$ cat config.mk
export PLATFORM = sky130hd
export DESIGN_NAME = pgdm_monitor
export DESIGN_NICKNAME = d
export VERILOG_FILES = /design/src/rtl/pgdm_pkg.sv /design/src/rtl/pgdm_qualify.sv /design/src/rtl/pgdm_counter.sv /design/src/rtl/pgdm_monitor.sv
export SDC_FILE = /design/constraint.sdc
export NUM_CORES = 1
export LEC_CHECK = 0
export BUFFER_PORTS_ARGS = -buffer_cell sky130_fd_sc_hd__buf_2
export CAP_MARGIN = 20
export CORE_AREA = 3 3 40 42
export DETAILED_ROUTE_END_ITERATION = 7
export DIE_AREA = 0 0 43 45
export PLACE_DENSITY_LB_ADDON = 0.25
export SYNTH_ARGS = -nofsm -noshare
export SYNTH_HDL_FRONTEND = slang
export SYNTH_SLANG_ARGS = --single-unit
$ cat constraint.sdc
create_clock -name clk -period 3.2 [get_ports clk]
set_input_delay 0.96 -clock clk [delete_from_list [all_inputs] [get_ports clk]]
set_output_delay 0.96 -clock clk [all_outputs]
set_load 0.05 [all_outputs]
$ cat src/rtl/pgdm_pkg.sv
package pgdm_pkg;

  // Level of the qualified power-good state
  typedef enum logic {
    PG_LOW  = 1'b0,
    PG_HIGH = 1'b1
  } pg_state_e;

endpackage

$ cat src/rtl/pgdm_qualify.sv
// Combines comparator flags and faults into the condition that the
// deglitch counter should time for the transition now pending.
module pgdm_qualify
  import pgdm_pkg::*;
(
  input  pg_state_e state,
  input  logic      fb_above_hi,
  input  logic      fb_below_lo,
  input  logic      ref_valid,
  input  logic      shutdown,
  input  logic      uvlo,
  input  logic      thermal_fault,
  output logic      fault,
  output logic      pend_cond
);

  logic rise_ok;
  logic drop_ok;

  always_comb begin
    fault   = shutdown | uvlo | thermal_fault;
    rise_ok = fb_above_hi & ref_valid;
    drop_ok = fb_below_lo | ~ref_valid;
    if (state == PG_HIGH) begin
      pend_cond = drop_ok;
    end else begin
      pend_cond = rise_ok;
    end
  end

endmodule

$ cat src/rtl/pgdm_counter.sv
// Consecutive-cycle counter; done pulses on the edge that completes
// DEGLITCH_CYCLES uninterrupted qualifying samples.
module pgdm_counter #(
  parameter int DEGLITCH_CYCLES = 48
) (
  input  logic clk,
  input  logic rst_n,
  input  logic clr,
  input  logic adv,
  output logic done
);

  localparam int CNT_W = (DEGLITCH_CYCLES > 1) ? $clog2(DEGLITCH_CYCLES) : 1;
  localparam logic [CNT_W-1:0] LAST = CNT_W'(DEGLITCH_CYCLES - 1);

  logic [CNT_W-1:0] cnt_q;
  logic [CNT_W-1:0] cnt_d;

  always_comb begin
    done  = 1'b0;
    cnt_d = cnt_q;
    if (clr || !adv) begin
      cnt_d = '0;
    end else if (cnt_q == LAST) begin
      cnt_d = '0;
      done  = 1'b1;
    end else begin
      cnt_d = cnt_q + 1'b1;
    end
  end

  always_ff @(posedge clk or negedge rst_n) begin
    if (!rst_n) begin
      cnt_q <= '0;
    end else begin
      cnt_q <= cnt_d;
    end
  end

endmodule

$ cat src/rtl/pgdm_monitor.sv
// Power-good deglitch monitor top level.
module pgdm_monitor
  import pgdm_pkg::*;
#(
  parameter int DEGLITCH_CYCLES = 48
) (
  input  logic clk,
  input  logic rst_n,
  input  logic fb_above_hi,
  input  logic fb_below_lo,
  input  logic ref_valid,
  input  logic shutdown,
  input  logic uvlo,
  input  logic thermal_fault,
  output logic pg_release
);

  pg_state_e state_q;
  pg_state_e state_d;
  logic      fault;
  logic      pend_cond;
  logic      win_done;

  pgdm_qualify u_qual (
    .state         (state_q),
    .fb_above_hi   (fb_above_hi),
    .fb_below_lo   (fb_below_lo),
    .ref_valid     (ref_valid),
    .shutdown      (shutdown),
    .uvlo          (uvlo),
    .thermal_fault (thermal_fault),
    .fault         (fault),
    .pend_cond     (pend_cond)
  );

  pgdm_counter #(
    .DEGLITCH_CYCLES (DEGLITCH_CYCLES)
  ) u_cnt (
    .clk   (clk),
    .rst_n (rst_n),
    .clr   (fault),
    .adv   (pend_cond),
    .done  (win_done)
  );

  // Next state: faults win, otherwise toggle when a window completes
  always_comb begin
    state_d = state_q;
    if (fault) begin
      state_d = PG_LOW;
    end else if (win_done) begin
      state_d = (state_q == PG_HIGH) ? PG_LOW : PG_HIGH;
    end
  end

  always_ff @(posedge clk or negedge rst_n) begin
    if (!rst_n) begin
      state_q <= PG_LOW;
    end else begin
      state_q <= state_d;
    end
  end

  // Fault override acts combinationally, bypassing the counter
  assign pg_release = (state_q == PG_HIGH) && !fault;

endmodule

==> impl_metrics.tcl, run 1 <==
set metrics [dict create \
    synthMuxAreaShare_pct 0 \
    layout_common_cells "buf_2, dfrtp_1, nor2_1, clkbuf_4" \
    grt_pass1_wl_um 1248 \
    cts_setup_buffers 0 \
    synth_xor_area_share_pct 4.746 \
    cts_buffer_depth 2 \
    port_buffers 8 \
    track_usage_pct 9.556 \
    nets 56 \
    layout-drive-gt1-share_pct 32.61 \
    worst_slew_pin_slew_ns 0.2636 \
    critPathLaunchType "primary input" \
    use_met2_pct 15.27 \
    skew_ns 0.007496 \
    n_fill_cell 141 \
    max_cap_violations 0 \
    drtPass1Iterations 2 \
    drc_errors 0 \
    synth_compound_area_share_pct 11.53 \
    grt-ovfl-total 0 \
    synth.area.top_cells "dfrtp_1, nor3_2, a211oi_2" \
    synth_top_family_by_area "simple AND/OR/NAND/NOR gates" \
    die_area_um2 1935 \
    finalNonFillerCells 61 \
    syn_nets 44 \
    drv_slew 0 \
    rsz0062_at_grt "no" \
    num_io_pins 9 \
    synth.avg_cell_area_um2 10.55 \
    antenna_found_initial 0 \
    final_area_um2 442.9 \
    crit_path_frequent_cell "buf_2" \
    tns_ns 0 \
    ctsHoldBuffers 0 \
    synth_top_area_cell "dfrtp_1" \
    clk_pin_slew_ns 0.05 \
    fp.dieW_um 43 \
    area_growth_pct 20.00 \
    layout_commonest_cell "buf_2" \
    crit_slowest_cell "buf_2" \
    syn_inst 35 \
    vias 287 \
    antennaDiodeCount 0 \
    crit_path_cell_trace "buf_2 -> nor3_2 -> and2_2 -> buf_2" \
    cts_tree "yes" \
    initialDrtViolationCount 1 \
    period_share_pct 82.05 \
    ir_drop_mv 0.2041 \
    wirelength_um 679 \
    syn_area_um2 369.1 \
    grt_max_degree 8 \
    vias_per_cell 4.705 \
    min_period_ns 2.625 \
    root_buffer "clkbuf_4" \
    synth_seq_area_share_pct 47.46 \
    fp.dieH_um 45 \
    grt_pass1_vias 316 \
    antenna_left 0 \
    arrival_ns 1.67 \
    min_path_type "register to register" \
    coreArea_um2 1285 \
    use_met3_pct 8.367 \
    ctsResizeCount 0 \
    max_stage_delay_ns 0.25 \
    synthAdderAreaFrac_pct 3.390 \
    max_freq_mhz 380.9 \
    place_area_um2 416.7 \
    total_power_uw 179.4 \
    endpoint_kind "output port" \
    holdWs_ns 0.4718 \
    insertion_delay_ns 0.26 \
    start_util_pct 28.72 \
    powerDensity_nw_per_um2 405.0 \
    finalHoldViolations 0 \
    maxSlewHeadroom_pct 82.36 \
    synth_seq_cells 7 \
    leakage_nw 0.1861 \
    gr-usage-met1_pct 8.845 \
    yosys.area_share.simple_pct 28.81 \
    synth_top_area_share_pct 47.46 \
    setup_viol 0 \
    grt.busiest_layer "met2" \
    ys_types 22 \
    wl_per_cell_um 11.13 \
    ys_warn_count 0 \
    status "complete, no violations" \
    num_rows 13 \
    hpwl_um 517.5 \
    worstPathRequired_ns 2.24 \
    cp_max_fo 3 \
    cts_buffers 3 \
    htreeDepth 1 \
    worstSetupPathType "primary input to output port" \
    cts_sinks 7 \
    placedCellCount 57 \
    routabilityCongestion 0.6873 \
]
-- synth_stat cells --
cell	count
dfrtp_1	7
nor2_1	3
a21oi_1	2
nand2_1	2
nand3_1	2
nor3_2	2
or3_1	2
a211oi_2	1
a21boi_0	1
and2_2	1
and3b_1	1
buf_6	1
ha_1	1
inv_1	1
nor3_1	1
o21ai_0	1
o31ai_1	1
or2b_1	1
or3b_1	1
or4_1	1
xnor2_1	1
xor2_1	1
-- layout make-up --
type                            count  area, um^2  share of cell area [%]
Sequential cell                     7       175.2                   39.55
Timing Repair Buffer                8       40.04                   9.040
Clock buffer                        4       26.28                   5.932
Inverter                            1       3.754                  0.8475
Tap cell                           15       18.77                   4.237
Multi-Input combinational cell     26       178.9                   40.40
-- logic make-up after synthesis --
logic type               Yosys count
AND/OR/NAND/NOR                   17
flip-flops                         7
AO/OA/AOI/OAI                      6
XOR/XNOR                           2
buffers and inverters              2
adder cells (fa/ha/maj)            1
-- per-layer routing --
metal  vias to the layer above  part of all wire (%)
met5                         -                     0
met4                         0                     0
met3                         0                    12
met2                        13                    47
met1                       130                    41
li1                        144                     -
-- state kept, by name, summed over array words and instances (netlist names) --
signal and count:
state_q 1, u_cnt.cnt_q 6
-- where the power goes --
part / internal (mW) / switching (mW)
clock: 0.0477 / 0.0344
combinational: 0.00412 / 0.00420
sequential: 0.0888 / 0.000165
-- metrics by stage --
stage                     util [%]  setup WS, ns
final                        34.47        0.5746
after global routing         34.47        0.4891
after CTS                    34.47        0.5710
after detailed placement     32.42        0.5752
after global placement       32.42        0.5663
after floorplan                  -        0.7889
-- worst max-delay path: cells and delay by family --
kind	cells	cell delay (ns)
simple gates	2	0.35
buf+inv	2	0.35
-- worst paths after layout --
kind                                     startpoint                  endpoint  slack [ns]  cells past startpoint
max                                            uvlo                pg_release        0.57                      4
min                        u_cnt.cnt_q[0]$_DFF_PN0_  u_cnt.cnt_q[0]$_DFF_PN0_        0.47                      1
max reg2reg                u_cnt.cnt_q[0]$_DFF_PN0_       state_q$_DFFE_PN0P_        1.75                      4
min reg2reg                u_cnt.cnt_q[0]$_DFF_PN0_  u_cnt.cnt_q[0]$_DFF_PN0_        0.47                      1
max in group asynchronous                     rst_n  u_cnt.cnt_q[0]$_DFF_PN0_        2.51                      1
min in group asynchronous                     rst_n  u_cnt.cnt_q[5]$_DFF_PN0_        0.53                      1
Note: power is estimated with default switching activity, not from simulation.
==> run 2, diff against run 1 <==
==> constraint.sdc (replaced) <==
create_clock -name clk -period 2.4 [get_ports clk]
set_input_delay 0.72 -clock clk [delete_from_list [all_inputs] [get_ports clk]]
set_output_delay 0.72 -clock clk [all_outputs]
set_load 0.05 [all_outputs]
==> impl_metrics.tcl, run 2 (same netlist as run 1, synthesis figures left out) <==
set metrics [dict create \
    total_power_uw 237.2 \
    cp_max_fo 3 \
    layout-drive-gt1-share_pct 32.61 \
    period_share_pct 89.16 \
    die_area_um2 1935 \
    dp_slack_ns 0.2557 \
    largestRegisters "u_cnt.cnt_q: 6 flops, state_q: 1 flops" \
    grt_pass1_vias 267 \
    max_freq_mhz 467.3 \
    ir_drop_mv 0.1495 \
    coreArea_um2 1285 \
    port_buffers 8 \
    placedCellCount 57 \
    crit_start "uvlo" \
    holdWs_ns 0.2956 \
    crit_slowest_cell "buf_2" \
    finalNonFillerCells 61 \
    endpoint_kind "output port" \
    grt_max_degree 8 \
    max_stage_delay_ns 0.25 \
    num_io_pins 9 \
    layout_common_cells "buf_2, dfrtp_1, nor2_1, clkbuf_4" \
    cts_setup_buffers 0 \
    leakage_nw 0.1861 \
    antenna_left 0 \
    ctsHoldBuffers 0 \
    fin_util_pct 34.47 \
    antennaDiodeCount 0 \
    cts_buffers 3 \
    status "complete, no violations" \
    skew_ns 0.003177 \
    clk_pin_slew_ns 0.06 \
    nets 56 \
    cts_sinks 7 \
    max_cap_violations 0 \
    track_usage_pct 8.626 \
    worstPathRequired_ns 1.68 \
    largest_reg_flops 6 \
    num_rows 13 \
    layout_commonest_cell "buf_2" \
    maxSlewHeadroom_pct 82.18 \
    drc_errors 0 \
    critPathLaunchType "primary input" \
    routabilityCongestion 0.6509 \
    wl_per_cell_um 10.59 \
    initialDrtViolationCount 1 \
    cts_tree "yes" \
    wirelength_um 646 \
    top_register "u_cnt.cnt_q" \
    antenna_found_initial 0 \
    fp.dieW_um 43 \
    min_path_type "primary input to asynchronous set/reset pin" \
    arrival_ns 1.42 \
    drtPass1Iterations 2 \
    fp.dieH_um 45 \
    setup_ws_ns 0.2601 \
    r2r_start "u_cnt.cnt_q[0]$_DFF_PN0_" \
    vias_per_cell 4.672 \
    worstSetupPathType "primary input to output port" \
    start_util_pct 28.72 \
    htreeDepth 1 \
    finalHoldViolations 0 \
    insertion_delay_ns 0.25 \
    tns_ns 0 \
    drv_slew 0 \
    root_buffer "clkbuf_4" \
    grt-ovfl-total 0 \
    area_growth_pct 20.00 \
    crit_path_frequent_cell "buf_2" \
    vias 285 \
    powerDensity_nw_per_um2 535.4 \
    worst_slew_pin_slew_ns 0.2663 \
    ctsResizeCount 0 \
    final_area_um2 442.9 \
    rsz0062_at_grt "no" \
    min_period_ns 2.140 \
    place_area_um2 416.7 \
    cts_buffer_depth 2 \
    crit_path_cell_trace "buf_2 -> nor3_2 -> and2_2 -> buf_2" \
    grt_pass1_wl_um 1179 \
    hpwl_um 524.6 \
    setup_viol 0 \
]
## run 2: final timing paths
kind / to / slack (ns) / depth (start not counted)
min in group clk: u_cnt.cnt_q[0]$_DFF_PN0_ / 0.48 / 1
worst min register to register: u_cnt.cnt_q[0]$_DFF_PN0_ / 0.48 / 1
max in group asynchronous: u_cnt.cnt_q[2]$_DFF_PN0_ / 1.95 / 1
worst min-delay path: u_cnt.cnt_q[5]$_DFF_PN0_ / 0.30 / 1
worst max register to register: state_q$_DFFE_PN0P_ / 0.95 / 4
worst max-delay path: pg_release / 0.26 / 4
## run 2: area by class of cell
cell class,instances,area [um^2]
Inverter,1,3.754
Timing Repair Buffer,8,40.04
Sequential cell,7,175.2
Clock buffer,4,26.28
Tap cell,15,18.77
Multi-Input combinational cell,26,178.9
Fill cell,140,842.1
## run 2: worst max-delay path, delay by kind of cell
| family | cells | cell delay [ns] |
|---|---|---|
| simple gates | 2 | 0.35 |
| buf+inv | 2 | 0.35 |
## run 2: where the power goes
group	internal [mW]	total, mW	leakage (nW)	switching, mW
Clock	0.0635	0.108	0.0150	0.0441
Combinational	0.00549	0.0110	0.0734	0.00550
Sequential	0.118	0.119	0.0977	0.000231
## run 2: routing by layer
metal	part of all wire [%]	wire (um)	track usage [%]
met5	0	0	0
met4	1.5	10	7.229
met3	7.4	48	3.586
met2	41	268	11.08
met1	49	318	11.03
